## src/rtl/rstseq_pkg.sv

```systemverilog
package rstseq_pkg;
    typedef enum logic [2:0] {
        RS_POR, RS_RUN, RS_DRIVE, RS_SETTLE, RS_EXT_HOLD
    } rs_state_t;

    typedef enum logic [1:0] {
        SC_NORMAL, SC_SELF, SC_RECOVER
    } sc_state_t;

    localparam int CAUSE_W = 4;
    localparam logic [1:0] C_POR    = 2'd0;
    localparam logic [1:0] C_EXT    = 2'd1;
    localparam logic [1:0] C_WDOG   = 2'd2;
    localparam logic [1:0] C_CLKMON = 2'd3;
endpackage

```

## src/rtl/osc_watch.sv

```systemverilog
module osc_watch #(
    parameter int LOSS_W = 16
) (
    input  logic              clk,
    input  logic              rst_n,
    input  logic              osc_in,
    input  logic [LOSS_W-1:0] loss_limit,
    output logic              osc_edge,
    output logic              osc_lost
);
    logic [2:0]        sh;
    logic [LOSS_W-1:0] gap;

    // two synchroniser flops plus one history flop for the edge detector
    always_ff @(posedge clk or negedge rst_n) begin
        if (!rst_n) sh <= '0;
        else        sh <= {sh[1:0], osc_in};
    end

    assign osc_edge = sh[1] & ~sh[2];

    always_ff @(posedge clk or negedge rst_n) begin
        if (!rst_n)            gap <= '0;
        else if (osc_edge)     gap <= '0;
        else if (gap != '1)    gap <= gap + 1'b1;
    end

    assign osc_lost = (gap >= loss_limit);

    // an observed edge always ends a loss indication on the next cycle
    p_edge_ends_loss_r7: assert property (@(posedge clk) disable iff (!rst_n)
        (osc_edge && loss_limit != '0) |=> (!osc_lost || loss_limit == '0));
endmodule

```

## src/rtl/scm_ctrl.sv

```systemverilog
module scm_ctrl
    import rstseq_pkg::*;
#(
    parameter int RECOVER_EDGES = 8192
) (
    input  logic clk,
    input  logic rst_n,
    input  logic osc_edge,
    input  logic osc_lost,
    input  logic mon_en,
    input  logic scm_en,
    output logic scm_active,
    output logic scm_flag,
    output logic cm_req
);
    localparam int RW = $clog2(RECOVER_EDGES + 1);

    sc_state_t      state, nstate;
    logic [RW-1:0]  rcnt;

    always_comb begin
        nstate = state;
        unique case (state)
            SC_NORMAL:  if (osc_lost && mon_en && scm_en) nstate = SC_SELF;
            SC_SELF:    if (osc_edge) nstate = SC_RECOVER;
            SC_RECOVER: begin
                if (osc_lost)
                    nstate = SC_SELF;
                else if (osc_edge && rcnt == RW'(RECOVER_EDGES - 1))
                    nstate = SC_NORMAL;
            end
            default:    nstate = SC_NORMAL;
        endcase
    end

    always_ff @(posedge clk or negedge rst_n) begin
        if (!rst_n) begin
            state    <= SC_NORMAL;
            rcnt     <= '0;
            scm_flag <= 1'b0;
        end else begin
            state <= nstate;
            if (state == SC_SELF && osc_edge)
                rcnt <= RW'(1);
            else if (state == SC_RECOVER && osc_edge)
                rcnt <= rcnt + 1'b1;
            if (state == SC_NORMAL && nstate == SC_SELF)
                scm_flag <= 1'b1;
        end
    end

    always_comb begin
        scm_active = (state != SC_NORMAL);
        cm_req     = (state == SC_NORMAL) && osc_lost && mon_en && !scm_en;
    end

    // entering self-clock mode always leaves the sticky flag set
    p_enter_sets_flag_r9: assert property (@(posedge clk) disable iff (!rst_n)
        $rose(scm_active) |-> scm_flag);
    // the flag is sticky until power-on
    p_flag_sticky_r10: assert property (@(posedge clk) disable iff (!rst_n)
        scm_flag |=> scm_flag);
endmodule

```

## src/rtl/rst_fsm.sv

```systemverilog
module rst_fsm
    import rstseq_pkg::*;
#(
    parameter int POR_CYCLES = 8192,
    parameter int PIN_DRIVE  = 64,
    parameter int PIN_SETTLE = 32
) (
    input  logic               clk,
    input  logic               rst_n,
    input  logic               pin_in,
    input  logic               wdog_tmo,
    input  logic               cm_req,
    input  logic               mon_en,
    output logic               pin_pull,
    output logic               sys_rst,
    output logic [CAUSE_W-1:0] cause
);
    localparam int MAXC  = (POR_CYCLES > PIN_DRIVE) ?
                           ((POR_CYCLES > PIN_SETTLE) ? POR_CYCLES : PIN_SETTLE) :
                           ((PIN_DRIVE > PIN_SETTLE) ? PIN_DRIVE : PIN_SETTLE);
    localparam int CNT_W = $clog2(MAXC + 1);

    rs_state_t        state, nstate;
    logic [CNT_W-1:0] cnt, lim;
    logic [1:0]       pend, npend, lidx;
    logic             load, done;
    logic [1:0]       ps;
    logic             pin_s, pin_d, ext_req;

    // pin synchroniser; idle level is high (pulled up)
    always_ff @(posedge clk or negedge rst_n) begin
        if (!rst_n) begin
            ps    <= 2'b11;
            pin_d <= 1'b1;
        end else begin
            ps    <= {ps[0], pin_in};
            pin_d <= ps[1];
        end
    end
    assign pin_s   = ps[1];
    assign ext_req = ~pin_s & ~pin_d;

    always_comb begin
        unique case (state)
            RS_POR:    lim = CNT_W'(POR_CYCLES - 1);
            RS_DRIVE:  lim = CNT_W'(PIN_DRIVE - 1);
            RS_SETTLE: lim = CNT_W'(PIN_SETTLE - 1);
            default:   lim = '0;
        endcase
    end
    assign done = (cnt == lim);

    always_comb begin
        nstate = state;
        npend  = pend;
        load   = 1'b0;
        lidx   = pend;
        unique case (state)
            RS_POR: if (done) begin
                nstate = RS_RUN;
                load   = 1'b1;
                lidx   = C_POR;
            end
            RS_RUN: begin
                if (ext_req) begin
                    nstate = RS_EXT_HOLD;
                end else if (cm_req) begin
                    nstate = RS_DRIVE;
                    npend  = C_CLKMON;
                end else if (wdog_tmo) begin
                    nstate = RS_DRIVE;
                    npend  = C_WDOG;
                end
            end
            RS_DRIVE:  if (done) nstate = RS_SETTLE;
            RS_SETTLE: if (done) begin
                if (pin_s) begin
                    nstate = RS_RUN;
                    load   = 1'b1;
                    lidx   = pend;
                end else begin
                    nstate = RS_EXT_HOLD;
                end
            end
            RS_EXT_HOLD: if (pin_s) begin
                nstate = RS_RUN;
                load   = 1'b1;
                lidx   = C_EXT;
            end
            default: nstate = RS_POR;
        endcase
    end

    always_ff @(posedge clk or negedge rst_n) begin
        if (!rst_n) begin
            state <= RS_POR;
            cnt   <= '0;
            pend  <= C_WDOG;
            cause <= '0;
        end else begin
            state <= nstate;
            pend  <= npend;
            if (nstate != state)
                cnt <= '0;
            else if (state == RS_POR || state == RS_DRIVE || state == RS_SETTLE)
                cnt <= cnt + 1'b1;
            if (load) begin
                cause       <= '0;
                cause[lidx] <= 1'b1;
            end
        end
    end

    always_comb begin
        sys_rst  = (state != RS_RUN);
        pin_pull = (state == RS_DRIVE);
    end

    // the pin is only pulled while internal reset is active
    p_pull_in_rst_r2: assert property (@(posedge clk) disable iff (!rst_n)
        pin_pull |-> sys_rst);
    // the drive phase ends only after its full count
    p_drive_len_r2: assert property (@(posedge clk) disable iff (!rst_n)
        $fell(pin_pull) |-> ($past(cnt) == CNT_W'(PIN_DRIVE - 1)));
    // the cause changes only when reset is released
    p_cause_at_release_r11: assert property (@(posedge clk) disable iff (!rst_n)
        !$stable(cause) |-> $fell(sys_rst));
    // a clock-monitor sequence starts only with the monitor enabled
    p_cm_needs_en_r8: assert property (@(posedge clk) disable iff (!rst_n)
        ($rose(pin_pull) && pend == C_CLKMON) |-> $past(mon_en));
endmodule

```

## src/rtl/rst_clkmon_seq.sv

```systemverilog
module rst_clkmon_seq
    import rstseq_pkg::*;
#(
    parameter int POR_CYCLES    = 8192,
    parameter int PIN_DRIVE     = 64,
    parameter int PIN_SETTLE    = 32,
    parameter int RECOVER_EDGES = 8192,
    parameter int LOSS_W        = 16
) (
    input  logic               ref_clk,
    input  logic               por_n,
    input  logic               osc_clk,
    input  logic               pin_in,
    input  logic               wdog_tmo,
    input  logic               mon_en,
    input  logic               scm_en,
    input  logic [LOSS_W-1:0]  loss_limit,
    output logic               pin_pull,
    output logic               sys_rst,
    output logic [CAUSE_W-1:0] rst_cause,
    output logic               scm_active,
    output logic               scm_flag
);
    logic osc_edge, osc_lost, cm_req;

    osc_watch #(.LOSS_W(LOSS_W)) u_watch (
        .clk        (ref_clk),
        .rst_n      (por_n),
        .osc_in     (osc_clk),
        .loss_limit (loss_limit),
        .osc_edge   (osc_edge),
        .osc_lost   (osc_lost)
    );

    scm_ctrl #(.RECOVER_EDGES(RECOVER_EDGES)) u_scm (
        .clk        (ref_clk),
        .rst_n      (por_n),
        .osc_edge   (osc_edge),
        .osc_lost   (osc_lost),
        .mon_en     (mon_en),
        .scm_en     (scm_en),
        .scm_active (scm_active),
        .scm_flag   (scm_flag),
        .cm_req     (cm_req)
    );

    rst_fsm #(
        .POR_CYCLES (POR_CYCLES),
        .PIN_DRIVE  (PIN_DRIVE),
        .PIN_SETTLE (PIN_SETTLE)
    ) u_fsm (
        .clk      (ref_clk),
        .rst_n    (por_n),
        .pin_in   (pin_in),
        .wdog_tmo (wdog_tmo),
        .cm_req   (cm_req),
        .mon_en   (mon_en),
        .pin_pull (pin_pull),
        .sys_rst  (sys_rst),
        .cause    (rst_cause)
    );

    // self-clock mode never coincides with a pulled pin
    p_scm_no_pull_r9: assert property (@(posedge ref_clk) disable iff (!por_n)
        $rose(scm_active) |-> !$rose(pin_pull));
endmodule

```

## config.mk

```make
export PLATFORM = sky130hd
export DESIGN_NAME = rst_clkmon_seq
export DESIGN_NICKNAME = d
export VERILOG_FILES = /design/src/rtl/rstseq_pkg.sv /design/src/rtl/osc_watch.sv /design/src/rtl/scm_ctrl.sv /design/src/rtl/rst_fsm.sv /design/src/rtl/rst_clkmon_seq.sv
export SDC_FILE = /design/constraint.sdc
export NUM_CORES = 1
export LEC_CHECK = 0
export ABC_CLOCK_PERIOD_IN_PS = 4150
export BUFFER_PORTS_ARGS = -buffer_cell sky130_fd_sc_hd__buf_2
export CAP_MARGIN = 15
export CORE_AREA = 4 4 100 102
export CTS_CLUSTER_DIAMETER = 60
export CTS_CLUSTER_SIZE = 28
export DETAILED_ROUTE_END_ITERATION = 12
export DIE_AREA = 0 0 104 106
export GPL_TIMING_DRIVEN = 0
export PLACE_DENSITY = 0.53
export SYNTH_ARGS = -nofsm -noshare
export SYNTH_HDL_FRONTEND = slang
export SYNTH_SLANG_ARGS = --single-unit
export TNS_END_PERCENT = 20
```

## constraint.sdc

```tcl
create_clock -name ref_clk -period 4.15 [get_ports ref_clk]
set_input_delay 0.2075 -clock ref_clk [delete_from_list [all_inputs] [get_ports ref_clk]]
set_output_delay 0.2075 -clock ref_clk [all_outputs]
set_load 0.02 [all_outputs]
```

* Word-level counts from Yosys, hierarchy flattened
Index checks and enable logic that the tools add are counted.
Widths: inputs -> output; s select.
** Storage, ports and cells
- Register bits :: 62
- Output and inout bits :: 8
- Word-level logic and storage cells :: 88
** Operators by class
- $add $sub $neg :: 3
- Order comparisons :: 3
- Equal/unequal tests :: 12
- Multiplexer cells :: 32
- Bitwise operators :: 6
- Reductions and logical operators :: 21
** Operator list (count)
- $mux 14 :: 4
- $pmux 13 s3 :: 1
- $mux 16 :: 2
- $add 14x1->14 const B :: 2
- $mux 3 :: 8
- $add 16x1->16 const B :: 1
- $ge 16x16->1 :: 1
- $mux 2 :: 8
- $ne 16x16->1 const B :: 1
- $pmux 3 s5 :: 1
- $eq 14x13->1 :: 1
- $eq 14x13->1 const B :: 1
- $logic_and 1x1->1 :: 10
- $reduce_bool 2->1 :: 5
- $eq 3x2->1 const B :: 2
- $pmux 2 s3 :: 1
- $eq 2x1->1 const B :: 2
- $mux 1 :: 4
- $not 1->1 :: 4
- $pmux 2 s2 :: 1
- $eq 3x1->1 const B :: 1
- $eq 3x3->1 const B :: 1
- $logic_not 3->1 :: 1
- $lt 2x3->1 const B :: 1
- 11 further kinds :: 13

* Logic depth before layout (Yosys ltp)
- Depth after elaboration :: 9
- Depth in mapped cells :: 9
- Depth with buffers taken out :: 8

* Modules after synthesis
Synthesis repeated with hierarchy kept, for this count alone.
** Second synthesis, totals
- Cells, all modules :: 404
- Area, all modules :: 3686.0 sq um
** By module, submodules not included
- rst_fsm :: instances 1, cells an instance 161, area an instance 1463.9 sq um
- osc_watch :: instances 1, cells an instance 150, area an instance 1335.0 sq um
- scm_ctrl :: instances 1, cells an instance 93, area an instance 887.1 sq um

* Least setup slack after synthesis
OpenSTA, ideal clock, no wires.
- Path type :: reg-to-reg
- Start :: register u_watch.gap[13]
- End :: register u_fsm.cnt[3]
- Arrival :: 2.095 ns
- Required time :: 4.031 ns
- Slack :: 1.936 ns
- Cell stages (with the launch flop) :: 9
- Buffers on the path :: 1
- Clock period less this slack :: 2.214 ns
- Cells stage by stage :: dfrtp_1 ha_1 and4_1 nand4_1 a2111oi_0 o31ai_1 a32oi_2 buf_6 nor2_2
** On the way
- Longest elaborated chain between the ends :: 9
** Ends and longest elaborated chain
- start, declared :: RTL line osc_watch.sv:12 : logic [LOSS_W-1:0] gap;
- start signal, assigned :: RTL line osc_watch.sv:25 : else if (gap != '1) gap <= gap + 1'b1;
- $ge 16x16->1 (*) :: RTL line osc_watch.sv:28 : assign osc_lost = (gap >= loss_limit);
- $logic_and 1x1->1 (*) (3 in series) :: RTL line scm_ctrl.sv:54 : cm_req = (state == SC_NORMAL) && osc_lost && mon_en && !scm_en;
- $mux 3 (*) :: RTL line rst_fsm.sv:67 : end else if (cm_req) begin
- $mux 3 (*) :: RTL line rst_fsm.sv:65 : if (ext_req) begin
- $pmux 3 s5 (*) :: RTL line rst_fsm.sv:58 : unique case (state)
- $ne 3x3->1 (*) :: RTL line rst_fsm.sv:103 : if (nstate != state)
- $mux 14 / $reduce_bool 2->1 (equally long branches)
- end signal, assigned :: RTL line rst_fsm.sv:106 : cnt <= cnt + 1'b1;
- end, declared :: RTL line rst_fsm.sv:24 : logic [CNT_W-1:0] cnt, lim;
Mark *: on every way between the ends. The rest lies on a longest branch, timed or not.
A chain may end at the register's enable or synchronous reset.

* Worst setup path in the final report
- Start :: register u_watch.gap[13]
- End :: register u_fsm.cnt[5]
Same word-level chain as after synthesis.

==> results.json <==
{
  "status": "complete, no violations",
  "worstMarginPinSlew_ns": 0.785,
  "insertion_delay_ns": 0.33,
  "clock_path_buffers": 2,
  "avgSynthCellArea_um2": 9.23,
  "crit_family": "compound AO/OA/AOI/OAI gates",
  "area_delta_synth_final_pct": 15.1,
  "grt-ovfl-total": 0,
  "viasPerCell": 5.14,
  "fmax_mhz": 346,
  "portBuffers": 30,
  "layout_setup_ws_ns": 1.26,
  "slowest_delay_ns": 0.72,
  "cts-htree-levels": 3,
  "cpMaxStageDelayCell": "a2111oi_0",
  "ys.flop_type": "dfrtp_1",
  "netlist_top_cells_area": "dfrtp_1 (41%), ha_1 (6.7%), nor2_1 (4.4%)",
  "worstHoldStart": "mon_en",
  "synthMuxAreaShare_pct": 0.283,
  "cts_setup_buffers": 0,
  "drtIter0Drc": 96,
  "synth_adder_area_share_pct": 6.72,
  "die_x_um": 104,
  "met3_usage_pct": 2.19,
  "grt_start_max_net_pins": 62,
  "utilization_pct": 44.7,
  "cts.sinks": 61,
  "path_max_fanout": 10,
  "finalCritPeriodShare_pct": 69.6,
  "numCtsBuffers": 9,
  "die_area_um2": 11000,
  "synth_top_family_by_area": "simple AND/OR/NAND/NOR gates",
  "pwr_density_cell_nw_per_um2": 452,
  "fin_skew_ns": 0.00856,
  "gp_congestion": 0.777,
  "rsz0062_at_grt": "false",
  "synth_top_cell_by_area": "dfrtp_1",
  "min_path_type": "primary input to flop",
  "final_layout_size_suffix_gt1_share_pct": 17.8,
  "critPathCaptureType": "flop",
  "holdPathEnd": "u_scm.scm_flag",
  "synth_xor_area_share_pct": 6.94,
  "initial_utilization_pct": 38.8,
  "crit_arrival_ns": 3.11,
  "grt.total_usage_pct": 14.2,
  "syn_inst": 383,
  "crit_required_ns": 4.37,
  "period_needed_ns": 2.89,
  "finalHoldViolations": 0,
  "grt_util_met1_pct": 20.3,
  "switching_share_pct": 33.2,
  "r2r_cells": 8,
  "power_switching_mw": 0.611,
  "drv_cap": 0,
  "setup_tns_ns": 0,
  "syn_nets": 425,
  "synthArstFlopShare_pct": 100,
  "drt-wirelength-per-cell_um": 13.7,
  "critPathBufInv": 1,
  "core_area_um2": 9110,
  "dp_hpwl_um": 5280,
  "clockPowerShare_pct": 30.8,
  "path_clk_slew_ns": 0.07,
  "root_buffer": "clkbuf_8",
  "gr-usage-met2_pct": 21.4,
  "vias": 2790,
  "antenna_found_initial": 0,
  "synth.distinct_cells": 55,
  "antennaDiodeCount": 0,
  "regToRegEndpoint": "u_fsm.cnt[5]",
  "synth_compound_area_share_pct": 13.7,
  "drv_slew": 0,
  "hold_path_depth": 2,
  "crit_type": "flop to flop",
  "synthTopCellsByCount": "dfrtp_1 (58), nor2_1 (41), nand2_1 (39)",
  "ir_worst_vdd_mv": 0.198,
  "static-leakage-power_nw": 1.86,
  "cts.repair.resized": 0,
  "r2r_slack_ns": 1.26,
  "tritoncts": "built",
  "num_rows": 35,
  "yosys_warnings": 0,
  "ios": 31,
  "dieHeight_um": 106,
  "hold_buffers": 3,
  "worstPathCellList": "ha_1, and4_1, nand4_1, a2111oi_0, o31ai_1, a32oi_2, buf_6, nor2_2",
  "relSlewSlack_pct": 46.3,
  "drtPass1Iterations": 4,
  "grt_pass1_vias": 2718,
  "yosysMostFrequentCell": "dfrtp_1",
  "synthSimpleGateAreaFrac_pct": 24.4,
  "grt.busiest_layer": "met2",
  "routed_wl_um": 7450,
  "pwr-share-seq_pct": 44.1,
  "internal-power_mw": 1.23,
  "synth_top_area_share_pct": 41.0,
  "grt_pass1_wl_um": 13000,
  "ys_ff_latch": 61,
  "setup_viol": 0,
  "cp-start-kind": "flop",
  "power_frac_comb_pct": 25.1,
  "dp_slack_ns": 1.31,
  "synth_area_um2": 3540,
  "synth_edf_count": 0,
  "reg2reg_from": "u_watch.gap[13]",
  "ant_nets": 0,
  "drc": 0,
  "ys_seq_area_share_pct": 43.3,
  "nets": 469
}
## worst register-to-register path, delay by kind of cell, from the launching register on
family                     cells  cell delay (ns)
and+or+nand+nor                3             0.46
buffers and inverters          1             0.23
adders and majority gates      1             0.32
DFF                            1             0.44
AOI/OAI and AO/OA              3             1.34
## per-stage QoR
stage / cell area, um2 / power [mW] / hold WS, ns / cells
after floorplan: 3540 / 1.16 / -0.0881 / 383
after global placement: 3820 / 1.27 / 0.313 / 524
after detailed placement: 3830 / 1.28 / 0.317 / 524
after CTS: 4070 / 1.86 / 0.133 / 543
after global routing: 4070 / 1.96 / 0.149 / 543
final: 4070 / 1.84 / 0.148 / 543
## state kept, by name, summed over array words and instances (netlist names)
register,flops
u_fsm.cause,4
u_fsm.cnt,14
u_fsm.pend,1
u_fsm.pin_d,1
u_fsm.ps,2
u_fsm.state,3
u_scm.rcnt,14
u_scm.scm_flag,1
u_scm.state,2
u_watch.gap,16
u_watch.sh,3
## worst max path at each step
stage	depth (start not counted)	slack (ns)	endpoint	from
detailed placement	8	1.31	u_fsm.cnt[10]	u_watch.gap[13]
floorplan	8	1.94	u_fsm.cnt[3]	u_watch.gap[13]
global route	8	1.02	u_fsm.cnt[10]	u_watch.gap[13]
CTS	8	1.29	u_fsm.cnt[5]	u_watch.gap[13]
global placement	8	1.21	u_fsm.cnt[3]	u_watch.gap[13]
finish	8	1.26	u_fsm.cnt[5]	u_watch.gap[13]
## layer usage
| layer | vias to the layer above | share of wire (%) |
|---|---|---|
| met4 | 0 | 1.6 |
| met2 | 43 | 44 |
| met5 | - | 0 |
| li1 | 1430 | - |
| met1 | 1305 | 51 |
| met3 | 12 | 3.0 |
## layout by cell type, fill, tap and decap left out, drive strengths merged, types with 3 or more instances in the layout
| cell | instances |
|---|---|
| nand2 | 40 |
| ha | 19 |
| dfrtp | 58 |
| dfstp | 3 |
| inv | 23 |
| buf | 35 |
| nor3b | 3 |
| xnor2 | 12 |
| nor2 | 51 |
| nand4 | 11 |
| a21oi | 14 |
| a21o | 3 |
| o21ai | 26 |
| clkbuf | 18 |
| dlygate4sd3 | 3 |
| o22ai | 3 |
| or3 | 7 |
| nand3 | 17 |
| and4 | 5 |
| o31ai | 4 |
| and3 | 10 |
| o211ai | 3 |
| nand2b | 5 |
| nor3 | 9 |
| xor2 | 16 |
## layout make-up
type,count,area (um2)
Fill cell,904,5040
Sequential cell,61,1530
Clock inverter,3,42.5
Multi-Input combinational cell,288,1840
Inverter,24,90.1
Buffer,10,77.6
Clock buffer,13,169
Timing Repair Buffer,33,183
Tap cell,111,139
## logic make-up after synthesis
logic type,count (synthesis)
flops,61
simple gates,168
fa+ha+maj,19
mux,1
xor+xnor,28
buf+inv,34
compound gates,72
## power by group through the flow
stage,Clock [mW],Combinational [mW],Sequential (mW)
finish,0.566,0.462,0.811
global route,0.602,0.528,0.825
CTS,0.581,0.468,0.809
detailed placement,0,0.461,0.819
global placement,0,0.455,0.818
floorplan,0,0.366,0.794
Power figures use the tool's default switching activity.
